==> config.mk <==
export PLATFORM = sky130hd
export DESIGN_NAME = arith_unit
export DESIGN_NICKNAME = d
export VERILOG_FILES = /design/src/rtl/calc_pkg.sv /design/src/rtl/fa_cell.sv /design/src/rtl/addsub_ripple.sv /design/src/rtl/csa_array_mult.sv /design/src/rtl/word_mux2.sv /design/src/rtl/arith_unit.sv
export SDC_FILE = /design/constraint.sdc
export NUM_CORES = 1
export LEC_CHECK = 0
export ABC_AREA = 1
export BUFFER_PORTS_ARGS = -buffer_cell sky130_fd_sc_hd__buf_2
export CAP_MARGIN = 15
export CELL_PAD_IN_SITES_DETAIL_PLACEMENT = 1
export CELL_PAD_IN_SITES_GLOBAL_PLACEMENT = 1
export CORE_UTILIZATION = 29
export DETAILED_ROUTE_END_ITERATION = 16
export PLACE_DENSITY = 0.81
export SYNTH_ARGS = -nofsm -noshare
export SYNTH_HDL_FRONTEND = slang
export SYNTH_SLANG_ARGS = --single-unit
==> constraint.sdc <==
create_clock -name vclk -period 9.4
set_clock_uncertainty 0.2 [all_clocks]
set_input_delay 2.35 -clock vclk [all_inputs]
set_output_delay 2.35 -clock vclk [all_outputs]
set_load 0.005 [all_outputs]
==> src/rtl/calc_pkg.sv <==
package calc_pkg;

    localparam int unsigned DATA_W = 4;

    typedef enum logic [1:0] {
        OP_ADD     = 2'b00,
        OP_SUB     = 2'b01,
        OP_MUL     = 2'b10,
        OP_MUL_ALT = 2'b11
    } op_kind_e;

    typedef struct packed {
        logic carry;
        logic ovf;
    } add_flags_t;

    function automatic logic is_mul(input op_kind_e op);
        return op[1];
    endfunction

    function automatic logic is_sub(input op_kind_e op);
        return op[0];
    endfunction

endpackage

==> src/rtl/fa_cell.sv <==
module fa_cell (
    input  logic a,
    input  logic b,
    input  logic ci,
    output logic s,
    output logic co
);
    assign s  = a ^ b ^ ci;
    assign co = (a & b) | (ci & (a ^ b));
endmodule

==> src/rtl/addsub_ripple.sv <==
module addsub_ripple #(
    parameter int unsigned W = calc_pkg::DATA_W
) (
    input  logic                 sub_en,
    input  logic [W-1:0]         a,
    input  logic [W-1:0]         b,
    output logic [W-1:0]         sum,
    output calc_pkg::add_flags_t flags
);
    logic [W:0]   chain;
    logic [W-1:0] b_eff;

    assign chain[0] = sub_en;
    assign b_eff    = b ^ {W{sub_en}};

    for (genvar k = 0; k < W; k++) begin : g_bit
        fa_cell u_fa (
            .a  (a[k]),
            .b  (b_eff[k]),
            .ci (chain[k]),
            .s  (sum[k]),
            .co (chain[k+1])
        );
    end

    assign flags.carry = chain[W];
    assign flags.ovf   = chain[W] ^ chain[W-1];
endmodule

==> src/rtl/csa_array_mult.sv <==
module csa_array_mult #(
    parameter int unsigned W = calc_pkg::DATA_W
) (
    input  logic [W-1:0]   m,
    input  logic [W-1:0]   q,
    output logic [2*W-1:0] p
);
    localparam int unsigned SW = W + 1;

    logic [W*SW-1:0] s_flat;
    logic [W*W-1:0]  c_flat;
    logic [W-1:0]    rc;

    // row 0: plain partial products, no carries
    for (genvar j = 0; j < W; j++) begin : g_row0
        assign s_flat[j]   = m[j] & q[0];
        assign c_flat[j]   = 1'b0;
    end
    for (genvar i = 0; i < W; i++) begin : g_pad
        assign s_flat[i*SW+W] = 1'b0;
    end

    // carry-save rows: weight i+j gathers pp, shifted sum, previous carry
    for (genvar i = 1; i < W; i++) begin : g_row
        for (genvar j = 0; j < W; j++) begin : g_col
            fa_cell u_fa (
                .a  (m[j] & q[i]),
                .b  (s_flat[(i-1)*SW+j+1]),
                .ci (c_flat[(i-1)*W+j]),
                .s  (s_flat[i*SW+j]),
                .co (c_flat[i*W+j])
            );
        end
    end

    for (genvar i = 0; i < W; i++) begin : g_low
        assign p[i] = s_flat[i*SW];
    end

    // final ripple merge of the last sum and carry vectors
    assign rc[0] = 1'b0;
    for (genvar k = 0; k < W; k++) begin : g_merge
        if (k < W - 1) begin : g_fa
            fa_cell u_fa (
                .a  (s_flat[(W-1)*SW+k+1]),
                .b  (c_flat[(W-1)*W+k]),
                .ci (rc[k]),
                .s  (p[W+k]),
                .co (rc[k+1])
            );
        end else begin : g_top
            assign p[W+k] = s_flat[(W-1)*SW+k+1] ^ c_flat[(W-1)*W+k] ^ rc[k];
        end
    end
endmodule

==> src/rtl/word_mux2.sv <==
module word_mux2 #(
    parameter int unsigned W = 2 * calc_pkg::DATA_W
) (
    input  logic         sel,
    input  logic [W-1:0] in0,
    input  logic [W-1:0] in1,
    output logic [W-1:0] out
);
    always_comb begin
        out = sel ? in1 : in0;
    end
endmodule

==> src/rtl/arith_unit.sv <==
module arith_unit #(
    parameter int unsigned W = calc_pkg::DATA_W
) (
    input  logic [W-1:0]   opa,
    input  logic [W-1:0]   opb,
    input  logic [1:0]     op_code,
    output logic [2*W-1:0] result,
    output logic           carry_flag,
    output logic           ovf_flag
);
    import calc_pkg::*;

    localparam int unsigned RW = 2 * W;

    op_kind_e      op;
    logic [W-1:0]  as_sum;
    add_flags_t    as_flags;
    logic [RW-1:0] prod;
    logic [RW-1:0] as_wide;

    assign op = op_kind_e'(op_code);

    addsub_ripple #(.W(W)) u_addsub (
        .sub_en (is_sub(op)),
        .a      (opa),
        .b      (opb),
        .sum    (as_sum),
        .flags  (as_flags)
    );

    csa_array_mult #(.W(W)) u_mult (
        .m (opa),
        .q (opb),
        .p (prod)
    );

    assign as_wide = {{W{1'b0}}, as_sum};

    word_mux2 #(.W(RW)) u_mux (
        .sel (is_mul(op)),
        .in0 (as_wide),
        .in1 (prod),
        .out (result)
    );

    assign carry_flag = as_flags.carry;
    assign ovf_flag   = as_flags.ovf;
endmodule

==> results.txt <==
status - completed
Top Usage Layer GRT - met2
M3 GR Usage - 0%
share of the synthesized area in the top cell type - 39.4%
Setup CP Type - primary input to output port
DR iter-0 viols - 7
Synth Area in Simple Gates - 19.7%
core area - 0.00176 sq mm
Syn Area/Cell - 6.82 sq um
vias per cell - 4.17
CP max FO - 5
Post-Synth XOR/XNOR Area - 6.26%
maxcap violations - 0
GPL Wtd Cong - 0.747
Crit path required time - 6.85 ns
Area contributors post-synth - fa_1 (39%), inv_1 (20%), nand2_1 (15%), ha_1 (8.9%), xnor2_1 (4.7%)
worst min-delay path category - primary input to output port
max_slew headroom - 83.8%
register area share after synthesis - 0%
total grt overflow - 0
slowest stage cell, crit path - fa_1
initial core utilization - 31.7%
post-route cell area - 691 sq um
placed inst area - 691 sq um
CP Capture Type - output port
GRT Total Usage - 15.3%
Synth area leader - fa_1
DR pass1 iterations - 3
GRT met1 Usage - 17.9%
final core area utilization - 39.1%
placed cell count - 127
WL final - 1.47 mm
WL/cell - 11.6 um
Buffers on Ports - 20
via total after detailed routing - 529
hold_buf cts - 0
Final Hold Viols - 0
Ports - 20
Fmax achieved - 0.131 GHz
Final nets - 129
Diodes inserted - 0
largest family of logic cells by synthesized area - adder cells
compound-cell area share of the yosys netlist - 4.25%
Buf+Inv Stages, Crit Path - 6
crit start category - primary input
storage element area - 0 sq um
Tcrit/Tclk final - 81.5%
met2 global-route usage - 31.8%
CTS resizes - 0
PnR worst setup slack - 1.74 ns
post-synthesis cell count - 82
largest net degree at the start of global routing - 8
Slew @ Worst Pin - 0.242 ns
count of cell types in the netlist - 14
fin. max-slew vios - 0
final-layout clock buffer total - 0
Synth Net Count - 107
Final ANT Viol Nets - 0
Setup WS pre-CTS - 1.72 ns
Die ar. - 0.00211 sq mm
Seq cells - 0
Netlist Area Pre-Place - 559 sq um
dpl hpwl - 1.34 mm
Adder-Cell Fraction of Synth Area - 48.3%
Final setup viols - 0
yosys warns - 0
Worst EP arrival - 5.11 ns
Fin Hold WS - 4.85 ns
Tmin final - 7.66 ns
CP max stage delay - 0.49 ns
Top delay family on crit path - adder cells
vias in the first global route - 567
Post-CTS Setup Repair Bufs - 0
Die Y - 45.9 um
Area Overhead vs Synth - 23.5%
post-synthesis mux area share - 0%
Residual DRC - 0
Die X - 45.9 um
first-pass GRT wire length - 2.35 mm
final non-filler cell total - 127
Setup TNS Final - 0 ns
initial antenna violation count - 0
leakage power - 0.453 nW
RSZ-0062 raised after global routing - no
Site Rows - 15
total power - 42.4 uW
peak supply drop - 0.0000216 V
fraction of layout cells with a size suffix above 1 - 23.5%
Cell Pwr Density - 61.5 mW/mm^2
CP cell instances - buf_2, nand2_1, inv_1, ha_1, fa_1, inv_1, fa_1, inv_1, ha_1, inv_1, fa_1, fa_1, nor2_1, buf_2
-- cells in the mapped netlist (all sizes together) --
master  number
inv         31
xor2         1
ha           4
o21ai        3
nand3        1
nand2       23
nor2         3
fa          11
a21oi        1
xnor2        3
clkinv       1
-- cell families after synthesis --
group	Yosys count
buffers and inverters	32
AND/OR/NAND/NOR	27
XOR/XNOR	4
AO/OA/AOI/OAI	4
adder cells (fa/ha/maj)	15
-- placed cells by master (no fill, tap or decap) --
cell / synthesis / final
nand2_1: 22 / 22
o21ai_2: 1 / 1
buf_2: 0 / 20
inv_1: 30 / 30
fa_1: 11 / 11
nand3_2: 1 / 1
xor2_1: 1 / 1
nand2_2: 1 / 1
a21oi_1: 1 / 1
nor2_1: 3 / 3
o21ai_0: 2 / 2
ha_1: 4 / 4
inv_2: 1 / 1
xnor2_1: 3 / 3
clkinv_1: 1 / 1
-- layout make-up --
type | instances | area [sq um]
Inverter | 32 | 120
Fill cell | 254 | 1070
Timing Repair Buffer | 20 | 100
Multi-Input combinational cell | 50 | 439
Tap cell | 25 | 31.3
-- worst paths after layout --
check / start / end / slack (ns) / cells after the start
worst min-delay path: op_code[1] / result[4] / 4.85 / 4
worst max-delay path: opb[1] / result[6] / 1.74 / 14
-- power breakdown --
group / internal, mW / switching, mW
Sequential: 0 / 0
Clock: 0 / 0
Combinational: 0.0189 / 0.0235
-- layer usage --
metal | share of wire (%) | up-vias
li1 | - | 263
met4 | 0 | 0
met1 | 42 | 259
met2 | 57 | 7
met5 | 0 | -
met3 | 1.0 | 0
No activity file was read; power rests on OpenSTA's default activity.
